`config.mk`:
```
export PLATFORM = sky130hd
export DESIGN_NAME = mma_row_engine
export DESIGN_NICKNAME = d
export VERILOG_FILES = /design/src/rtl/mma_pkg.sv /design/src/rtl/mma_seq.sv /design/src/rtl/mma_pe.sv /design/src/rtl/mma_row_engine.sv
export SDC_FILE = /design/constraint.sdc
export NUM_CORES = 1
export LEC_CHECK = 0
export BUFFER_PORTS_ARGS = -buffer_cell sky130_fd_sc_hd__buf_4
export CAP_MARGIN = 5
export CORE_ASPECT_RATIO = 0.5
export CORE_MARGIN = 1
export CORE_UTILIZATION = 59
export DETAILED_ROUTE_END_ITERATION = 16
export GPL_ROUTABILITY_DRIVEN = 0
export PLACE_DENSITY = 0.78
export SLEW_MARGIN = 30
export SYNTH_ARGS = -nofsm -noshare
export SYNTH_HDL_FRONTEND = slang
export SYNTH_HIERARCHICAL = 1
export SYNTH_SLANG_ARGS = --single-unit
```
`constraint.sdc`:
```
create_clock -name clk_i -period 10.4 [get_ports clk_i]
set_clock_uncertainty 0.1 [all_clocks]
set_input_delay 1.04 -clock clk_i [delete_from_list [all_inputs] [get_ports clk_i]]
set_output_delay 1.04 -clock clk_i [all_outputs]
set_load 0.01 [all_outputs]
```
`src/rtl/mma_pkg.sv`:
```
package mma_pkg;

  typedef enum logic [1:0] {
    ST_IDLE,
    ST_RUN,
    ST_DRAIN
  } mma_state_e;

  function automatic int clog1(input int v);
    return (v <= 2) ? 1 : $clog2(v);
  endfunction

endpackage

```
`src/rtl/mma_seq.sv`:
```
module mma_seq
  import mma_pkg::*;
#(
  parameter int NPE   = 4,
  parameter int M_MAX = 10,
  parameter int N_MAX = 8,
  parameter int P_MAX = 8
) (
  input  logic                           clk_i,
  input  logic                           rst_ni,
  input  logic                           start_i,
  input  logic [$clog2(M_MAX+1)-1:0]     m_i,
  input  logic [$clog2(N_MAX+1)-1:0]     n_i,
  input  logic [$clog2(P_MAX+1)-1:0]     p_i,
  output logic                           busy_o,
  output logic                           done_o,
  output logic                           mac_rd_o,
  output logic                           c_rd_o,
  output logic [clog1((M_MAX+NPE-1)/NPE)-1:0] rd_grp_o,
  output logic [clog1(N_MAX)-1:0]        rd_k_o,
  output logic [clog1(P_MAX)-1:0]        rd_j_o,
  output logic                           op_mac_o,
  output logic                           op_first_o,
  output logic                           op_addc_o,
  output logic [clog1((M_MAX+NPE-1)/NPE)-1:0] op_grp_o,
  output logic [clog1(P_MAX)-1:0]        op_j_o,
  output logic [$clog2(M_MAX+1)-1:0]     m_cur_o,
  output logic [$clog2(P_MAX+1)-1:0]     p_cur_o
);

  localparam int MW = $clog2(M_MAX + 1);
  localparam int NW = $clog2(N_MAX + 1);
  localparam int PW = $clog2(P_MAX + 1);
  localparam int GW = clog1((M_MAX + NPE - 1) / NPE);
  localparam int KW = clog1(N_MAX);
  localparam int JW = clog1(P_MAX);

  mma_state_e      state_q;
  logic [MW-1:0]   m_q;
  logic [NW-1:0]   n_q;
  logic [PW-1:0]   p_q;
  logic [GW-1:0]   glast_q, grp_q;
  logic [KW-1:0]   k_q;
  logic [JW-1:0]   j_q;
  logic            cph_q;
  logic            op1_last_q, op2_last_q, done_q;
  logic            dims_ok, k_last, j_last, g_last;

  assign dims_ok = (m_i != '0) && (n_i != '0) && (p_i != '0) &&
                   (int'(m_i) <= M_MAX) && (int'(n_i) <= N_MAX) &&
                   (int'(p_i) <= P_MAX);
  assign k_last  = int'(k_q) == int'(n_q) - 1;
  assign j_last  = int'(j_q) == int'(p_q) - 1;
  assign g_last  = grp_q == glast_q;

  always_ff @(posedge clk_i or negedge rst_ni) begin
    if (!rst_ni) begin
      state_q    <= ST_IDLE;
      m_q        <= '0;
      n_q        <= '0;
      p_q        <= '0;
      glast_q    <= '0;
      grp_q      <= '0;
      k_q        <= '0;
      j_q        <= '0;
      cph_q      <= 1'b0;
      op_mac_o   <= 1'b0;
      op_first_o <= 1'b0;
      op_addc_o  <= 1'b0;
      op_grp_o   <= '0;
      op_j_o     <= '0;
      op1_last_q <= 1'b0;
      op2_last_q <= 1'b0;
      done_q     <= 1'b0;
    end else begin
      op_mac_o   <= 1'b0;
      op_addc_o  <= 1'b0;
      op1_last_q <= 1'b0;
      op2_last_q <= op_addc_o & op1_last_q;
      done_q     <= op2_last_q;
      unique case (state_q)
        ST_IDLE: begin
          if (start_i && dims_ok) begin
            m_q     <= m_i;
            n_q     <= n_i;
            p_q     <= p_i;
            glast_q <= GW'((int'(m_i) + NPE - 1) / NPE - 1);
            grp_q   <= '0;
            k_q     <= '0;
            j_q     <= '0;
            cph_q   <= 1'b0;
            state_q <= ST_RUN;
          end
        end
        ST_RUN: begin
          op_grp_o <= grp_q;
          op_j_o   <= j_q;
          if (!cph_q) begin
            op_mac_o   <= 1'b1;
            op_first_o <= (k_q == '0);
            if (k_last) cph_q <= 1'b1;
            else        k_q   <= k_q + 1'b1;
          end else begin
            // C phase closes the (group, column) pair
            op_addc_o  <= 1'b1;
            op1_last_q <= j_last & g_last;
            cph_q      <= 1'b0;
            k_q        <= '0;
            if (j_last) begin
              j_q <= '0;
              if (g_last) state_q <= ST_DRAIN;
              else        grp_q   <= grp_q + 1'b1;
            end else begin
              j_q <= j_q + 1'b1;
            end
          end
        end
        ST_DRAIN: if (op2_last_q) state_q <= ST_IDLE;
        default:  state_q <= ST_IDLE;
      endcase
    end
  end

  assign busy_o   = state_q != ST_IDLE;
  assign done_o   = done_q;
  assign mac_rd_o = (state_q == ST_RUN) && !cph_q;
  assign c_rd_o   = (state_q == ST_RUN) && cph_q;
  assign rd_grp_o = grp_q;
  assign rd_k_o   = k_q;
  assign rd_j_o   = j_q;
  assign m_cur_o  = m_q;
  assign p_cur_o  = p_q;

endmodule

```
`src/rtl/mma_pe.sv`:
```
module mma_pe #(
  parameter int DW    = 8,
  parameter int ACC_W = 20
) (
  input  logic             clk_i,
  input  logic             rst_ni,
  input  logic             mac_i,
  input  logic             first_i,
  input  logic             addc_i,
  input  logic             lane_en_i,
  input  logic [DW-1:0]    a_i,
  input  logic [DW-1:0]    b_i,
  input  logic [DW-1:0]    c_i,
  output logic             vld_o,
  output logic [ACC_W-1:0] res_o
);

  localparam int PW2 = 2 * DW;

  logic signed [PW2-1:0]   prod;
  logic signed [ACC_W-1:0] prod_x, c_x, acc_q;

  assign prod   = $signed(a_i) * $signed(b_i);
  assign prod_x = {{(ACC_W-PW2){prod[PW2-1]}}, prod};
  assign c_x    = {{(ACC_W-DW){c_i[DW-1]}}, c_i};

  always_ff @(posedge clk_i or negedge rst_ni) begin
    if (!rst_ni) begin
      acc_q <= '0;
      res_o <= '0;
      vld_o <= 1'b0;
    end else begin
      vld_o <= 1'b0;
      if (mac_i) acc_q <= (first_i ? '0 : acc_q) + prod_x;
      if (addc_i) begin
        res_o <= acc_q + c_x;
        vld_o <= lane_en_i;
      end
    end
  end

endmodule

```
`src/rtl/mma_row_engine.sv`:
```
module mma_row_engine
  import mma_pkg::*;
#(
  parameter int NPE   = 4,
  parameter int M_MAX = 10,
  parameter int N_MAX = 8,
  parameter int P_MAX = 8,
  parameter int DW    = 8,
  localparam int ACC_W = 2 * DW + $clog2(N_MAX) + 1,
  localparam int MW    = $clog2(M_MAX + 1),
  localparam int NW    = $clog2(N_MAX + 1),
  localparam int PW    = $clog2(P_MAX + 1),
  localparam int GW    = clog1((M_MAX + NPE - 1) / NPE),
  localparam int KW    = clog1(N_MAX),
  localparam int JW    = clog1(P_MAX)
) (
  input  logic                 clk_i,
  input  logic                 rst_ni,
  input  logic                 start_i,
  input  logic [MW-1:0]        m_i,
  input  logic [NW-1:0]        n_i,
  input  logic [PW-1:0]        p_i,
  output logic                 busy_o,
  output logic                 done_o,
  output logic                 mac_rd_o,
  output logic                 c_rd_o,
  output logic [GW-1:0]        rd_grp_o,
  output logic [KW-1:0]        rd_k_o,
  output logic [JW-1:0]        rd_j_o,
  input  logic [NPE*DW-1:0]    a_data_i,
  input  logic [DW-1:0]        b_data_i,
  input  logic [NPE*DW-1:0]    c_data_i,
  output logic [NPE-1:0]       res_valid_o,
  output logic [MW-1:0]        res_row_o,
  output logic [JW-1:0]        res_col_o,
  output logic [NPE*ACC_W-1:0] res_data_o
);

  logic          op_mac, op_first, op_addc;
  logic [GW-1:0] op_grp;
  logic [JW-1:0] op_j;
  logic [MW-1:0] m_cur;
  logic [PW-1:0] p_cur;

  mma_seq #(
    .NPE(NPE), .M_MAX(M_MAX), .N_MAX(N_MAX), .P_MAX(P_MAX)
  ) u_seq (
    .clk_i      (clk_i),
    .rst_ni     (rst_ni),
    .start_i    (start_i),
    .m_i        (m_i),
    .n_i        (n_i),
    .p_i        (p_i),
    .busy_o     (busy_o),
    .done_o     (done_o),
    .mac_rd_o   (mac_rd_o),
    .c_rd_o     (c_rd_o),
    .rd_grp_o   (rd_grp_o),
    .rd_k_o     (rd_k_o),
    .rd_j_o     (rd_j_o),
    .op_mac_o   (op_mac),
    .op_first_o (op_first),
    .op_addc_o  (op_addc),
    .op_grp_o   (op_grp),
    .op_j_o     (op_j),
    .m_cur_o    (m_cur),
    .p_cur_o    (p_cur)
  );

  for (genvar q = 0; q < NPE; q++) begin : g_lane
    logic lane_en;
    assign lane_en = (int'(op_grp) * NPE + q) < int'(m_cur);

    mma_pe #(.DW(DW), .ACC_W(ACC_W)) u_pe (
      .clk_i     (clk_i),
      .rst_ni    (rst_ni),
      .mac_i     (op_mac),
      .first_i   (op_first),
      .addc_i    (op_addc),
      .lane_en_i (lane_en),
      .a_i       (a_data_i[q*DW +: DW]),
      .b_i       (b_data_i),
      .c_i       (c_data_i[q*DW +: DW]),
      .vld_o     (res_valid_o[q]),
      .res_o     (res_data_o[q*ACC_W +: ACC_W])
    );
  end

  always_ff @(posedge clk_i or negedge rst_ni) begin
    if (!rst_ni) begin
      res_row_o <= '0;
      res_col_o <= '0;
    end else if (op_addc) begin
      res_row_o <= MW'(int'(op_grp) * NPE);
      res_col_o <= op_j;
    end
  end

endmodule

```
# After elaboration in Yosys (flattened, before gate mapping)
# Index checks and enable logic that the tools add are counted.
# Widths: inputs -> output; s select.
# op_classes
addsub	20
n_mul	4
n_lt_le_gt_ge	7
n_eq_ne	12
muxes	36
bitwise_logic	4
n_reduce_logical	24
# op_table
cell	n
$add 20x20->20	4
$add 20x8->20	4
$mux 20	4
$eq 4x32->1	2
$mul 8x8->16	4
$mux 2	9
$lt 5x4->1	3
$mux 3	5
$mux 1	13
$le 4x4->1 const B	3
$pmux 3 s2	2
$reduce_bool 4->1	3
$add 4x2->5 const B	2
$ne 2x1->1 const B	5
$reduce_and 5->1	2
$sub 4x1->5 const B	2
$logic_and 1x1->1	8
$add 3x1->3 const B	2
$pmux 2 s3	1
$reduce_and 2->1	3
$reduce_and 3->1	2
$sub 5x1->6 const B	1
$add 4x1->5 const B	1
$add 4x3->5 const B	1
other kinds (18)	21
# totals
reg_bits	205
input_bits	87
out_inout_bits	103
elab_cells	138

# Logic depth before layout (Yosys ltp)
# logic_depth
word_depth	9
depth_mapped	29
depth_no_buf	29

# Modules after synthesis
# The synthesis kept the hierarchy.
# by_module_without_submodules
mod	instances	cells_per_inst	area_per_inst_um2
mma_pe (g_lane[2].u_pe ...)	2	670	6187.2
mma_pe (g_lane[0].u_pe)	1	661	6077.1
mma_pe (g_lane[1].u_pe)	1	654	6029.5
mma_seq	1	179	1848.0
mma_row_engine	1	29	304.0

# Worst setup path after synthesis
# Ideal clock, no wire load.
# synth_timing
path_kind	input port to flip-flop
from	input port b_data_i[3]
to	register g_lane[1].u_pe.acc_q[17]
setup_time_ns	0.140
arrival_time_ns	6.679
t_required_ns	10.160
slack_ns	3.481
stages	23
n_path_buf	0
path_cell_list	and2_1 fa_1 inv_1 fa_1 inv_1 fa_1 inv_1 fa_1 inv_1 ha_1 a21o_1 a21oi_4 o31ai_4 o31ai_4 xor2_2 inv_2 ha_1 a2111oi_0 nor4b_1 o32a_1 o22ai_2 mux2i_1 o221ai_1
# synth_via
elab_chain_cells	2
# synth_rtl
item	line_no	text
start, declared	mma_row_engine.sv:31	input logic [DW-1:0] b_data_i,
$mul 8x8->16	mma_pe.sv:23	assign prod = $signed(a_i) * $signed(b_i);
$add 20x20->20	mma_pe.sv:34	if (mac_i) acc_q <= (first_i ? '0 : acc_q) + prod_x;
end signal, assigned	mma_pe.sv:34	
end, declared	mma_pe.sv:21	logic signed [ACC_W-1:0] prod_x, c_x, acc_q;
# No other way between the ends.
# A chain may end at the register's enable or synchronous reset.

# Worst setup path after layout
# layout_timing
from	input port b_data_i[4]
to	register g_lane[1].u_pe.acc_q[17]
# Same word-level chain as after synthesis.

==> key figures <==
Run status
  – Status: complete, no violations

Final layout
  – Commonest non-fill, non-tap cell in the layout: inv_1
  – Synthesis-to-finish area growth: 10.3%
  – Layout cell share with drive strength beyond 1: 13.5%
  – Nets: around 3.6k
  – Most frequent cells in the layout: inv_1, ha_1, fa_1
  – Non-Filler Instances: 3,638

Timing
  – Max-slew violations: 0
  – Min cycle time layout: 7.15 ns
  – Fmax: around 140 MHz
  – RSZ-0062 raised after global routing: false
  – Slew HR: a little under half
  – Final period util: between 60 and 70%
  – TNS Setup: 0 ns
  – Worst-Margin Slew: slightly above 0.8 ns
  – Final Hold Vio Count: 0
  – Final setup violating endpoints: 0

Detailed routing
  – WL/cell: roughly 16 um
  – Drt total wl: about 57,000 um
  – DR vias: approximately 20k
  – Post-DRT Antenna Nets: 0
  – Via-per-instance ratio: 5.57
  – Iteration-0 DRC Markers: ~1.2k
  – DR pass1 iterations: 5
  – DRC: 0

Min path
  – Hold Crit Depth: 0
  – Min-delay worst type: reg2reg
  – Hold_sp: u_seq/op2_last_q
  – Hold Crit Endpoint: u_seq/done_o

Logic synthesis
  – Leading post-synthesis cells by cell area: dfrtp_1, fa_1, ha_1
  – #FFs+latches synth: a little over 200
  – Adder-Cell Fraction of Synth Area: 30.3%
  – Synth Flop Type: dfrtp_1
  – Synth Area in Compound Gates: about 15%
  – Syn Std Cell Area: between 20,000 and 30,000 um^2
  – Top cell type's share of synthesized area: 19.3%
  – Multiplexer area fraction after synthesis: approximately 6.3%
  – Main combinational cell family by area after synthesis: adder cells
  – Yosys warns: 6
  – Post-synth ARST share: between 90% and 100%
  – Fraction of synthesized cell area in xor and xnor cells: slightly above 7%
  – Post-synthesis sequential area ratio: ~19%
  – Yosys top cell by area: dfrtp_1
  – Avg Inst Size Synth: 9.30 um^2
  – Simple-Gate Fraction of Synth Area: 15.3%
  – Post-synth EDFFs: 0
  – Gate Count Post-Synth: roughly 2.9k
  – Yosys cell types: around 110

Critical path
  – Startpoint types: primary input
  – WP data arrival: roughly 7.4 ns
  – RR Startpoint: u_seq/op_first_o
  – Worst reg2reg path depth: 12
  – Crit Reg-Reg Endpoint: g_lane[3].u_pe/acc_q[16]
  – Setup CP Type: in2reg
  – Crit end category: flop
  – CP Data Required Time: ~11 ns
  – R2r setup slk: ~6.5 ns
  – Max Fanout on Critical Path: 32

Place
  – IO Port Bufs: 187
  – HPWL after DPL: about 44,000 um
  – DP Cell Count: around 3.6k

Clocking
  – Post-cts hold buffer count: 0
  – Clock Pin Slew Worst Setup and Hold Paths: approximately 0.060 ns
  – Cts repair resizes: 0
  – Total CTS buffers: 22
  – Latest clock arrival within the worst-skew pair: approximately 0.54 ns
  – Post-CTS Setup Inserts: 0
  – TritonCTS clock tree: done
  – Root buffer cell: clkbuf_16
  – Clock sinks: between 200 and 250
  – H-Tree Depth: 1
  – Clk buf depth: 3

Die
  – Die Y: 152 um
  – Initial Util: between 60% and 70%
  – Width of the die: around 300 um
  – Die ar.: around 46,000 um^2
  – Num ports: 190
  – # rows: 54
  – Core ar.: about 44,000 um^2

Global routing
  – Total Routing Usage GR: about a quarter
  – Initial antenna violation count: 1
  – Vias in the first global route: 20.3k
  – First-pass GRT wire length: between 90,000 and 100,000 um
  – GR Overflow Total: 0
  – Largest net degree at the start of global routing: 81

Run
  – Maxcap violations: 0
registers in the layout, summed over array words and instances, names as in the netlist, 4 cells and up:
| register | cells |
|---|---|
| g_lane.u_pe/acc_q | 80 |
| u_seq/m_cur_o | 4 |
| u_seq/p_cur_o | 4 |
| u_seq/n_q | 4 |
| g_lane.u_pe/vld_o | 4 |
| g_lane.u_pe/res_o | 80 |
metal layers:
metal / vias up / global-route usage, % / share of wire, %
li1: 9987 / - / -
met1: 9918 / 36.3 / 48
met2: 315 / 41.9 / 47
met3: 58 / 2.81 / 3.2
met4: 0 / 3.97 / 1.4
met5: - / 0 / 0
stage by stage:
step	hold WS [ns]	worst slack, ns	util, %	area (um^2)
final	0.285	3.25	66.7	29400
after global routing	0.299	2.79	66.7	29400
after CTS	0.286	3.26	66.7	29400
after detailed placement	0.272	2.69	65.0	28600
after global placement	0.267	2.94	65.0	28600
after floorplan	0.254	3.48	-	26600
synth_stat cells (all sizes together) (47+ instances only):
master	instances
dfrtp	205
xnor2	144
nor2b	108
a21o	78
fa	228
nor2	119
and2	186
nand2	156
a21oi	172
mux2	124
o21ai	81
inv	429
xor2	47
ha	280
kinds of logic after synthesis:
| family | after synthesis |
|---|---|
| AND/OR/NAND/NOR | 750 |
| multiplexers | 150 |
| AO/OA/AOI/OAI | 573 |
| flip-flops | 205 |
| other | 1 |
| adder cells (fa/ha/maj) | 508 |
| XOR/XNOR | 199 |
| buffers and inverters | 477 |
worst max-delay path: stages:
cell	delay, ns
buf_4	0.22
and2_1	0.23
fa_1	0.64
inv_1	0.15
fa_1	0.55
inv_1	0.05
fa_1	0.52
inv_1	0.05
fa_1	0.52
inv_1	0.04
ha_1	0.34
a21o_1	0.21
a21oi_4	0.17
o31ai_4	0.11
o31ai_4	0.24
xor2_2	0.36
inv_2	0.14
ha_1	0.31
a2111oi_0	0.49
nor4b_1	0.40
o32a_1	0.24
o22ai_2	0.09
mux2i_1	0.16
o221ai_1	0.11
worst max-delay path by stage:
stage                startpoint                       end  slack (ns)
detailed placement  b_data_i[3]  g_lane[1].u_pe/acc_q[17]        2.69
floorplan           b_data_i[3]  g_lane[1].u_pe/acc_q[17]        3.48
global placement    b_data_i[3]  g_lane[1].u_pe/acc_q[17]        2.94
CTS                 b_data_i[3]  g_lane[1].u_pe/acc_q[17]        3.26
finish              b_data_i[4]  g_lane[1].u_pe/acc_q[17]        3.25
global route        b_data_i[3]  g_lane[1].u_pe/acc_q[17]        2.79
layout make-up:
cell class,instances,area (um^2)
sequential,205,5140
clock buffer,33,663
multi-input combinational,2182,19700
antenna,1,2.50
inverter,431,1620
tap,588,736
timing repair buffer,193,1460
clock inverter,5,55.1
fill,3586,14700
Power is left out: the tool's default activity adds up to more than one toggle a clock period on the data nets, which glitch-free logic cannot reach.
